--- src/rtl/pstate_pkg.sv ---
package pstate_pkg;
  localparam int unsigned STATE_W = 3;

  typedef enum logic [STATE_W-1:0] {
    PS_RUN   = 3'd0,
    PS_HALT  = 3'd1,
    PS_MWAIT = 3'd2,
    PS_DEEP2 = 3'd3,
    PS_DEEP3 = 3'd4,
    PS_STOPG = 3'd5,
    PS_SNOOP = 3'd6
  } pstate_e;
endpackage

--- src/rtl/pstate_wake_sources.sv ---
module pstate_wake_sources #(
  parameter int unsigned NUM_BRK = 7
) (
  input  logic [NUM_BRK-1:0] brk_src_i,
  input  logic               mon_event_i,
  input  logic               clkstop_i,
  output logic               halt_brk_o,
  output logic               core_brk_o
);
  logic [NUM_BRK:0] or_chain;

  assign or_chain[0] = 1'b0;
  for (genvar g = 0; g < NUM_BRK; g++) begin : g_or
    assign or_chain[g+1] = or_chain[g] | brk_src_i[g];
  end

  assign halt_brk_o = or_chain[NUM_BRK];
  // Deeper states wake on break or monitor event, gated by clock-stop low.
  assign core_brk_o = (or_chain[NUM_BRK] | mon_event_i) & ~clkstop_i;
endmodule

--- src/rtl/pstate_entry_sel.sv ---
module pstate_entry_sel
  import pstate_pkg::*;
#(
  parameter int unsigned DEPTH_W = 2
) (
  input  logic               clkstop_i,
  input  logic               halt_i,
  input  logic               mwait_i,
  input  logic [DEPTH_W-1:0] mwait_depth_i,
  input  logic               plvl2_rd_i,
  input  logic               plvl3_rd_i,
  output logic               valid_o,
  output pstate_e            target_o
);
  localparam logic [DEPTH_W-1:0] D2 = DEPTH_W'(2);
  localparam logic [DEPTH_W-1:0] D3 = DEPTH_W'(3);

  logic want_d3, want_d2, want_m1;

  assign want_d3 = plvl3_rd_i | (mwait_i & (mwait_depth_i == D3));
  assign want_d2 = plvl2_rd_i | (mwait_i & (mwait_depth_i == D2));
  assign want_m1 = mwait_i & (mwait_depth_i != D2) & (mwait_depth_i != D3);

  // Fixed priority: clock-stop, depth 3, depth 2, monitor-wait 1, halt.
  always_comb begin
    valid_o  = 1'b1;
    target_o = PS_RUN;
    if (clkstop_i)    target_o = PS_STOPG;
    else if (want_d3) target_o = PS_DEEP3;
    else if (want_d2) target_o = PS_DEEP2;
    else if (want_m1) target_o = PS_MWAIT;
    else if (halt_i)  target_o = PS_HALT;
    else              valid_o  = 1'b0;
  end
endmodule

--- src/rtl/pstate_fsm.sv ---
module pstate_fsm
  import pstate_pkg::*;
(
  input  logic    clk_i,
  input  logic    rst_i,
  input  logic    core_rst_i,
  input  logic    clkstop_i,
  input  logic    snoop_i,
  input  logic    halt_brk_i,
  input  logic    core_brk_i,
  input  logic    entry_valid_i,
  input  pstate_e entry_target_i,
  output pstate_e state_o,
  output pstate_e nxt_o
);
  pstate_e state_q, nxt;
  pstate_e origin_q, origin_d;

  always_comb begin
    nxt      = state_q;
    origin_d = origin_q;
    unique case (state_q)
      PS_RUN: begin
        if (entry_valid_i) begin
          nxt = entry_target_i;
          if (entry_target_i == PS_STOPG) origin_d = PS_RUN;
        end
      end
      PS_HALT: begin
        if (clkstop_i) begin
          nxt      = PS_STOPG;
          origin_d = PS_HALT;
        end else if (halt_brk_i) begin
          nxt = PS_RUN;
        end else if (snoop_i) begin
          nxt = PS_SNOOP;
        end
      end
      PS_MWAIT: begin
        if (clkstop_i) begin
          nxt      = PS_STOPG;
          origin_d = PS_MWAIT;
        end else if (core_brk_i) begin
          nxt = PS_RUN;
        end
      end
      PS_DEEP2, PS_DEEP3: begin
        if (core_brk_i) nxt = PS_RUN;
      end
      PS_STOPG: begin
        if (!clkstop_i) nxt = origin_q;
      end
      PS_SNOOP: nxt = PS_HALT;
      default:  nxt = PS_RUN;
    endcase
    if (core_rst_i) nxt = PS_RUN;
  end

  always_ff @(posedge clk_i) begin
    if (rst_i) begin
      state_q  <= PS_RUN;
      origin_q <= PS_RUN;
    end else begin
      state_q  <= nxt;
      origin_q <= origin_d;
    end
  end

  assign state_o = state_q;
  assign nxt_o   = nxt;

  p_core_reset_run_r1: assert property (@(posedge clk_i) disable iff (rst_i)
    core_rst_i |=> state_q == PS_RUN);

  p_halt_entry_r2: assert property (@(posedge clk_i) disable iff (rst_i)
    (state_q == PS_RUN && entry_valid_i && entry_target_i == PS_HALT && !core_rst_i)
    |=> state_q == PS_HALT);

  p_stopg_hold_r6: assert property (@(posedge clk_i) disable iff (rst_i)
    (state_q == PS_STOPG && clkstop_i && !core_rst_i) |=> state_q == PS_STOPG);

  p_deep_hold_r7: assert property (@(posedge clk_i) disable iff (rst_i)
    ((state_q == PS_DEEP2 || state_q == PS_DEEP3) && !core_brk_i && !core_rst_i)
    |=> $stable(state_q));

  p_snoop_return_r8: assert property (@(posedge clk_i) disable iff (rst_i)
    (state_q == PS_SNOOP && !core_rst_i) |=> state_q == PS_HALT);
endmodule

--- src/rtl/pstate_outputs.sv ---
module pstate_outputs
  import pstate_pkg::*;
(
  input  logic    clk_i,
  input  logic    rst_i,
  input  logic    core_rst_i,
  input  pstate_e cur_i,
  input  pstate_e nxt_i,
  output logic    clk_en_o,
  output logic    snoop_svc_o,
  output logic    wake_o
);
  always_ff @(posedge clk_i) begin
    if (rst_i) begin
      clk_en_o    <= 1'b1;
      snoop_svc_o <= 1'b0;
      wake_o      <= 1'b0;
    end else begin
      clk_en_o    <= (nxt_i == PS_RUN);
      snoop_svc_o <= (nxt_i == PS_SNOOP);
      wake_o      <= (nxt_i == PS_RUN) && (cur_i != PS_RUN) && !core_rst_i;
    end
  end

  p_clk_en_run_r9: assert property (@(posedge clk_i) disable iff (rst_i)
    clk_en_o == (cur_i == PS_RUN));

  p_snoop_flag_r8: assert property (@(posedge clk_i) disable iff (rst_i)
    snoop_svc_o == (cur_i == PS_SNOOP));

  p_wake_entry_r10: assert property (@(posedge clk_i) disable iff (rst_i)
    wake_o |-> (cur_i == PS_RUN && $past(cur_i) != PS_RUN));

  p_wake_single_r10: assert property (@(posedge clk_i) disable iff (rst_i)
    wake_o |=> !wake_o);

  p_no_wake_on_reset_r1: assert property (@(posedge clk_i) disable iff (rst_i)
    core_rst_i |=> !wake_o);
endmodule

--- src/rtl/core_pstate_ctrl.sv ---
module core_pstate_ctrl
  import pstate_pkg::*;
#(
  parameter int unsigned DEPTH_W = 2,
  parameter int unsigned NUM_BRK = 7
) (
  input  logic               clk_i,
  input  logic               rst_i,
  input  logic               core_rst_i,
  input  logic               halt_i,
  input  logic               mwait_i,
  input  logic [DEPTH_W-1:0] mwait_depth_i,
  input  logic               plvl2_rd_i,
  input  logic               plvl3_rd_i,
  input  logic               clkstop_i,
  input  logic               snoop_i,
  input  logic               mon_event_i,
  input  logic [NUM_BRK-1:0] brk_src_i,
  output logic [2:0]         state_o,
  output logic               clk_en_o,
  output logic               snoop_svc_o,
  output logic               wake_o
);
  logic    halt_brk, core_brk, entry_valid;
  pstate_e entry_target, cur_state, nxt_state;

  pstate_wake_sources #(.NUM_BRK(NUM_BRK)) u_wake (
    .brk_src_i  (brk_src_i),
    .mon_event_i(mon_event_i),
    .clkstop_i  (clkstop_i),
    .halt_brk_o (halt_brk),
    .core_brk_o (core_brk)
  );

  pstate_entry_sel #(.DEPTH_W(DEPTH_W)) u_entry (
    .clkstop_i    (clkstop_i),
    .halt_i       (halt_i),
    .mwait_i      (mwait_i),
    .mwait_depth_i(mwait_depth_i),
    .plvl2_rd_i   (plvl2_rd_i),
    .plvl3_rd_i   (plvl3_rd_i),
    .valid_o      (entry_valid),
    .target_o     (entry_target)
  );

  pstate_fsm u_fsm (
    .clk_i         (clk_i),
    .rst_i         (rst_i),
    .core_rst_i    (core_rst_i),
    .clkstop_i     (clkstop_i),
    .snoop_i       (snoop_i),
    .halt_brk_i    (halt_brk),
    .core_brk_i    (core_brk),
    .entry_valid_i (entry_valid),
    .entry_target_i(entry_target),
    .state_o       (cur_state),
    .nxt_o         (nxt_state)
  );

  pstate_outputs u_out (
    .clk_i      (clk_i),
    .rst_i      (rst_i),
    .core_rst_i (core_rst_i),
    .cur_i      (cur_state),
    .nxt_i      (nxt_state),
    .clk_en_o   (clk_en_o),
    .snoop_svc_o(snoop_svc_o),
    .wake_o     (wake_o)
  );

  assign state_o = cur_state;
endmodule

--- config.mk ---
export PLATFORM = sky130hd
export DESIGN_NAME = core_pstate_ctrl
export DESIGN_NICKNAME = d
export VERILOG_FILES = /design/src/rtl/pstate_pkg.sv /design/src/rtl/pstate_wake_sources.sv /design/src/rtl/pstate_entry_sel.sv /design/src/rtl/pstate_fsm.sv /design/src/rtl/pstate_outputs.sv /design/src/rtl/core_pstate_ctrl.sv
export SDC_FILE = /design/constraint.sdc
export NUM_CORES = 1
export LEC_CHECK = 0
export ABC_AREA = 0
export BUFFER_PORTS_ARGS = -buffer_cell sky130_fd_sc_hd__buf_2
export CAP_MARGIN = 20
export CORE_AREA = 2 2 39 41
export DETAILED_ROUTE_END_ITERATION = 8
export DIE_AREA = 0 0 41 43
export GPL_ROUTABILITY_DRIVEN = 0
export PLACE_DENSITY = 0.77
export SYNTH_ARGS = -nofsm -noshare
export SYNTH_HDL_FRONTEND = slang
export SYNTH_SLANG_ARGS = --single-unit
--- constraint.sdc ---
create_clock -name clk_i -period 3.2 [get_ports clk_i]
set_clock_uncertainty 0.2 [all_clocks]
set_input_delay 0.48 -clock clk_i [delete_from_list [all_inputs] [get_ports clk_i]]
set_output_delay 0.48 -clock clk_i [all_outputs]
set_load 0.02 [all_outputs]
==> summary.md, run 1 <==
| Metric | Value |
|---|---|
| CP Launch Type | input pin |
| Num ports | 25 |
| Fraction of the cycle the final worst path needs | 0.717 |
| Commonest register cell after synthesis | sky130_fd_sc_hd__dfxtp_1 |
| Cell depth of the worst min-delay path | 2 |
| Start-to-end type of the worst setup path | input pin to flip-flop |
| Number of synthesized flops with an enable pin | 0 |
| Leakage component of the power | 0.291 nW |
| Power per cell area | 360 mW/mm2 |
| Reg clk slew, reported paths | 0.05 ns |
| Final HPWL from detailed placement | 948 um |
| Total placed cells including tap cells | 102 |
| Layout cells sized above 1 | 0.393 |
| Largest fanout of any net on the critical path | 3 |
| Overall power | 0.248 mW |
| First-pass GRT wire length | 1.89 mm |
| Highest Clock Rate | 436 MHz |
| Via count of the routed design | 590 |
| Area enclosed by the die boundary | 0.00176 mm2 |
| Number of fill cells in the layout | 141 |
| Avg WL per Cell | 11.2 um |
| Most frequent cell after synthesis | sky130_fd_sc_hd__nor2_1 |
| X dimension of the die | 41 um |
| Count of TritonRoute iterations in the first routing pass | 4 |
| Unrepaired setup endpoints after global routing | false |
| Average cell area after synthesis | 8.48 um2 |
| Number of placement rows | 14 |
| GR Layer Usage met1 | 0.179 |
| Final hold violation count | 0 |
| Distinct cell type count of the synthesized netlist | 33 |
| Initial antenna violation count | 0 |
| Highest-utilization routing layer at the global route stage | met2 |
| Global route total overflow | 0 |
| Area leader, netlist | sky130_fd_sc_hd__dfxtp_1 |
| Resize count post-CTS | 0 |
| Maximum number of pins on one net before global-route repair | 15 |
| Final core occ | 0.499 |
| Shortest period the worst path allows | 2.29 ns |
| Cells on worst reg2reg path | 5 |
| CTS Hold Buffers Added | 0 |
| Final Max Slew Viols | 0 |
| Class of the tightest hold or removal check | flip-flop to flip-flop |
| Worst-case hold slack | 0.297 ns |
| Count of warnings emitted by yosys | 0 |
| Final total negative setup slack | 0 ns |
| Final design instance area without fill | 691 um2 |
| Fraction of synthesis flops using an asynchronous set or reset pin | 0 |
| Global-route track usage on met3 | 0.0314 |
| Sequential element share of the synthesized area | 0.282 |
| Area share of the largest cell type after synthesis | 0.282 |
| Worst slew margin relative to its limit | 0.689 |
| Yosys reg bits | 8 |
| Placement-stage worst setup slack | 0.654 ns |
| Number of global-route vias before repair | 528 |
| Maxcap violations | 0 |
| Placed inst area | 668 um2 |
| Data arrival time of the critical path | 2.23 ns |
| Top cells by instance count after synthesis | sky130_fd_sc_hd__nor2_1, sky130_fd_sc_hd__dfxtp_1, sky130_fd_sc_hd__buf_4, sky130_fd_sc_hd__nor3_1 |
| Number of clock sinks | 8 |
| Critical Path End Type | flip-flop |
| Placeable Area | 0.00138 mm2 |
| TritonCTS Buffers | 3 |
| Post-layout nets | 110 |
| Status | completed |
| Data required time at the worst endpoint | 3.14 ns |
| Number of DRC markers in iteration 0 | 7 |
| H-tree Lvls | 1 |
| Cell at the root of the clock tree | sky130_fd_sc_hd__clkbuf_4 |
| Cell count after synthesis | 67 |
| Leading post-synthesis cells by cell area | sky130_fd_sc_hd__dfxtp_1, sky130_fd_sc_hd__nor2_1, sky130_fd_sc_hd__buf_4, sky130_fd_sc_hd__o41ai_4, sky130_fd_sc_hd__o31ai_1 |
| Cell Count, Final, Fillers Out | 105 |
| Post-Syn Area | 568 um2 |
| Clock network latency to the later pin of the worst-skew pair | 0.25 ns |
| Max Root-Sink Buffers | 2 |
| Syn_nets | 86 |
| Residual DRC count | 0 |
| Initial Utilization | 0.410 |
| DR vias/cell | 5.62 |
| TritonCTS clock tree | yes |
| Worst voltage drop across the vdd grid | 0.000232 V |
| Global router's overall resource usage | 0.153 |
| Slack of the critical path | 0.907 ns |
| Residual antenna-violating net count after detailed routing | 0 |
| Setup violation total in the final timing report | 0 |
| Die H | 43 um |
| Routed WL | 1.17 mm |
| Grt met2 use | 0.247 |
| Buffers added on ports | 24 |
| Actual transition at the worst max-transition pin | 0.465 ns |
| Area delta synth->final | 21.6% |
| Ant diodes | 0 |
| Setup Buffers After CTS | 0 |
## layout by cell type, fill, tap and decap left out
| master | Yosys | layout |
|---|---|---|
| sky130_fd_sc_hd__buf_2 | 0 | 24 |
| sky130_fd_sc_hd__nor2_1 | 11 | 11 |
| sky130_fd_sc_hd__dfxtp_1 | 8 | 8 |
| sky130_fd_sc_hd__nor3_1 | 4 | 4 |
| sky130_fd_sc_hd__inv_1 | 3 | 3 |
| sky130_fd_sc_hd__a31oi_1 | 3 | 3 |
| sky130_fd_sc_hd__o31ai_1 | 3 | 3 |
| sky130_fd_sc_hd__clkbuf_4 | 0 | 3 |
| sky130_fd_sc_hd__or4_4 | 2 | 2 |
| sky130_fd_sc_hd__nand2_1 | 2 | 2 |
| sky130_fd_sc_hd__nor3b_1 | 2 | 2 |
| sky130_fd_sc_hd__nor4_1 | 2 | 2 |
| sky130_fd_sc_hd__a31o_2 | 2 | 2 |
| sky130_fd_sc_hd__a2111oi_0 | 1 | 1 |
| sky130_fd_sc_hd__o31a_2 | 1 | 1 |
| sky130_fd_sc_hd__mux2_2 | 1 | 1 |
| sky130_fd_sc_hd__o21a_1 | 1 | 1 |
| sky130_fd_sc_hd__nand3_1 | 1 | 1 |
| sky130_fd_sc_hd__o221ai_1 | 1 | 1 |
| sky130_fd_sc_hd__o41ai_4 | 1 | 1 |
| sky130_fd_sc_hd__o21ai_2 | 1 | 1 |
| sky130_fd_sc_hd__mux2i_1 | 1 | 1 |
| sky130_fd_sc_hd__nor4bb_1 | 1 | 1 |
| sky130_fd_sc_hd__a21boi_0 | 1 | 1 |
| sky130_fd_sc_hd__a311oi_1 | 1 | 1 |
| sky130_fd_sc_hd__o2111ai_1 | 1 | 1 |
| sky130_fd_sc_hd__nand2b_1 | 1 | 1 |
| sky130_fd_sc_hd__o21ai_0 | 1 | 1 |
| sky130_fd_sc_hd__o22ai_1 | 1 | 1 |
| sky130_fd_sc_hd__and4_1 | 1 | 1 |
| sky130_fd_sc_hd__a21oi_1 | 1 | 1 |
| sky130_fd_sc_hd__nor4b_1 | 1 | 1 |
| sky130_fd_sc_hd__and3_1 | 1 | 1 |
## registers in the layout, indices dropped and copies added (netlist names)
name               cells
u_out.clk_en_o         1
u_fsm.origin_q         2
u_out.wake_o           1
u_fsm.state_o          3
u_out.snoop_svc_o      1
## routing by layer
layer | routed length, um | share of wire
met4 | 0 | 0
met3 | 72 | 0.061
met1 | 549 | 0.47
met5 | 0 | 0
met2 | 551 | 0.47
## kinds of logic (layout without fill, tap and decap cells)
family,after synthesis,in the layout,synth area share
AOI/OAI and AO/OA,20,20,0.302
buffers and inverters,8,30,0.0903
DFF,8,8,0.282
muxes,2,2,0.0374
and+or+nand+nor,29,29,0.289
## report_power, final
group / leakage [nW] / switching, mW / internal, mW
logic: 0.211 / 0.0339 / 0.0286
registers: 0.0656 / 0.00760 / 0.106
clock network: 0.0138 / 0.0297 / 0.0426
total: 0.291 / 0.0712 / 0.177
## critical path, stage by stage
cell and delay [ns]:
sky130_fd_sc_hd__buf_2 0.09, sky130_fd_sc_hd__or4_4 0.52, sky130_fd_sc_hd__or4_4 0.46, sky130_fd_sc_hd__o41ai_4 0.37, sky130_fd_sc_hd__o31ai_1 0.12, sky130_fd_sc_hd__and3_1 0.19
## area by class of cell
type	instances	area (um2)	area share
sequential	8	160	0.232
multi-input combinational	51	357	0.516
clock buffer	3	22.5	0.0326
tap	16	20.0	0.0290
inverter	3	11.3	0.0163
timing repair buffer	24	120	0.174
## worst paths after layout
kind	start	endpoint	slack [ns]
min reg2reg	u_fsm.origin_q[1]$_SDFFE_PP0P_	u_fsm.origin_q[1]$_SDFFE_PP0P_	0.30
max reg2reg	u_fsm.state_o[2]$_SDFF_PP0_	u_out.snoop_svc_o$_SDFF_PP0_	1.27
max	brk_src_i[3]	u_out.wake_o$_SDFF_PP0_	0.91
min	u_fsm.origin_q[1]$_SDFFE_PP0P_	u_fsm.origin_q[1]$_SDFFE_PP0P_	0.30
No activity file was read; power rests on OpenSTA's default activity.
==> run 2, diff against run 1 <==
- CORE_AREA: 2 2 39 41 -> unset
- CORE_UTILIZATION: unset -> 40
- DIE_AREA: 0 0 41 43 -> unset
- PLACE_DENSITY: 0.77 -> 0.76
- clock period: 3.2 -> 2.05 ns (I/O delays scaled with it)
==> run 2 against run 1 <==
  * Critical path depth unchanged
  * Combinational power rose by 73%
  * Setup slack got worse by 0.88 ns
  * Count of clock-buffer cells in the layout did not move
  * Flip-flop and latch count unchanged
  * Via count grew 5.3%
  * Clock power grew 62%
  * Register-to-register slack lost 1.1 ns
  * Non-clock buffer count grew 4
  * First-iteration DRC count grew to 3.1 times the previous value
  * Utilization is 5.2 points higher
  * Critical endpoint is now u_out.clk_en_o$_SDFF_PP1_
  * Largest power group unchanged
==> summary.md, run 2 (synthesis gave the netlist of run 1 again) <==
| Metric | Value |
|---|---|
| Status | completed |
| Cell Count, Final, Fillers Out | 108 |
| Unrepaired setup endpoints after global routing | true |
| Die H | 39.7 um |
| Highest Clock Rate | 495 MHz |
| Largest fanout of any net on the critical path | 3 |
| Worst-case hold slack | 0.118 ns |
| Leakage component of the power | 0.311 nW |
| Top library cells by usage in the layout, fill and taps aside | sky130_fd_sc_hd__buf_2, sky130_fd_sc_hd__nor2_1, sky130_fd_sc_hd__dfxtp_1 |
| Register share of total power | 0.437 |
| Hold worst-path end | u_fsm.state_o[0]$_SDFF_PP0_ |
| TritonCTS Buffers | 3 |
| Cell at the root of the clock tree | sky130_fd_sc_hd__clkbuf_4 |
| TritonCTS clock tree | yes |
| Total placed cells including tap cells | 105 |
| Reg clk slew, reported paths | 0.05 ns |
| Logic gate share of total power | 0.271 |
| Max Root-Sink Buffers | 2 |
| Start-to-end type of the worst setup path | input pin to flip-flop |
| Number of global-route vias before repair | 536 |
| Final hold violation count | 0 |
| Initial Utilization | 0.431 |
| X dimension of the die | 39.7 um |
| Sw power | 0.118 mW |
| Worst voltage drop across the vdd grid | 0.000346 V |
| Final Max Slew Viols | 0 |
| Final HPWL from detailed placement | 1.05 mm |
| Final total negative setup slack | 0 ns |
| Global route total overflow | 0 |
| Power per cell area | 551 mW/mm2 |
| Number of clock sinks | 8 |
| Ant diodes | 0 |
| Num ports | 25 |
| Avg WL per Cell | 12.3 um |
| Area enclosed by the die boundary | 0.00157 mm2 |
| Data arrival time of the critical path | 1.97 ns |
| Initial antenna violation count | 0 |
| Worst slew margin relative to its limit | 0.753 |
| R2R Path Start | u_fsm.state_o[1]$_SDFF_PP0_ |
| Shortest period the worst path allows | 2.02 ns |
| Number of DRC markers in iteration 0 | 22 |
| Cell depth of the worst min-delay path | 2 |
| Layout cells sized above 1 | 0.419 |
| Post-layout nets | 114 |
| Number of fill cells in the layout | 133 |
| Residual antenna-violating net count after detailed routing | 0 |
| Most common cell after layout, fill and taps aside | sky130_fd_sc_hd__buf_2 |
| Number of placement rows | 13 |
| End of the worst register-to-register path | u_out.clk_en_o$_SDFF_PP1_ |
| Count of TritonRoute iterations in the first routing pass | 4 |
| Routed WL | 1.33 mm |
| Clock network latency to the later pin of the worst-skew pair | 0.25 ns |
| Setup violation total in the final timing report | 0 |
| Global router's overall resource usage | 0.198 |
| CTS Hold Buffers Added | 0 |
| CP Launch Type | input pin |
| DR vias/cell | 5.75 |
| Data required time at the worst endpoint | 2.00 ns |
| Actual transition at the worst max-transition pin | 0.361 ns |
| Switching portion of total power | 0.294 |
| Fraction of the cycle the final worst path needs | 0.985 |
| Area delta synth->final | 27.8% |
| Clock group share of total power | 0.293 |
| HP Start | rst_i |
| Placeable Area | 0.00132 mm2 |
| H-tree Lvls | 1 |
| Number of flip-flops in the largest register | 3 |
| Maxcap violations | 0 |
| Via count of the routed design | 621 |
| Class of the tightest hold or removal check | input pin to flip-flop |
| First-pass GRT wire length | 2.10 mm |
| Cells on worst reg2reg path | 4 |
| Critical Path End Type | flip-flop |
| Residual DRC count | 0 |
| Maximum number of pins on one net before global-route repair | 12 |
| Reg2Reg Setup Slack | 0.17 ns |
| Internal Pwr Total | 0.282 mW |
| Buffers added on ports | 24 |
run 2: cell types whose count changed in the layout (fill, tap and decap cells not counted):
cell,delta
sky130_fd_sc_hd__buf_4,+4
sky130_fd_sc_hd__buf_2,-1
sky130_fd_sc_hd__buf_6,+1
run 2: routing by layer:
metal  GRT usage  wire, um  up-vias
met1       0.226       562      280
li1            -         -      314
met2       0.340       646       25
met3      0.0568        99        2
met4      0.0776        19        0
met5           0         0        -
run 2: worst max-delay path: stages:
cell and delay [ns]:
sky130_fd_sc_hd__buf_6 0.09, sky130_fd_sc_hd__or4_4 0.52, sky130_fd_sc_hd__or4_4 0.45, sky130_fd_sc_hd__o41ai_4 0.31, sky130_fd_sc_hd__o21ai_2 0.09, sky130_fd_sc_hd__a31o_2 0.20
run 2: power groups by stage:
stage | combinational, mW | clock, mW | sequential [mW]
floorplan | 0.0665 | 0 | 0.181
global placement | 0.104 | 0 | 0.178
detailed placement | 0.107 | 0 | 0.177
CTS | 0.107 | 0.121 | 0.174
global route | 0.119 | 0.130 | 0.176
finish | 0.108 | 0.117 | 0.175
run 2: worst max-delay path by stage:
stage | from | to | slack [ns] | cells after the start
4_1_cts | brk_src_i[3] | u_out.wake_o$_SDFF_PP0_ | 0.03 | 6
2_1_floorplan | brk_src_i[3] | u_out.wake_o$_SDFF_PP0_ | -0.08 | 5
3_5_place_dp | brk_src_i[3] | u_out.wake_o$_SDFF_PP0_ | -0.24 | 6
3_3_place_gp | brk_src_i[3] | u_out.snoop_svc_o$_SDFF_PP0_ | -0.23 | 6
6_report | brk_src_i[3] | u_out.clk_en_o$_SDFF_PP1_ | 0.03 | 6
5_1_grt | brk_src_i[3] | u_out.wake_o$_SDFF_PP0_ | -0.005 | 6
run 2: per-stage QoR:
stage | total power [mW] | utilization | worst slack (ns) | instance area, um2
final | 0.400 | 0.551 | 0.0308 | 726
after global routing | 0.425 | 0.551 | -0.00549 | 726
after CTS | 0.402 | 0.546 | 0.0260 | 719
after detailed placement | 0.284 | 0.529 | -0.241 | 697
after global placement | 0.282 | 0.529 | -0.228 | 697
after floorplan | 0.247 | - | -0.0782 | 568
run 2: cell type report:
cell class,count,area [um2],area share
flip-flops and latches,8,160,0.221
inverters,3,11.3,0.0155
repair buffers,28,156,0.216
well taps,15,18.8,0.0259
multi-input cells,51,357,0.491
clock buffers,3,22.5,0.0310
run 2: what timing repair did:
action | 4_1_cts | 5_1_grt
endpoints found under the setup margin | 0 | 1
setup buffers | 0 | 0
resized for setup | 0 | 1
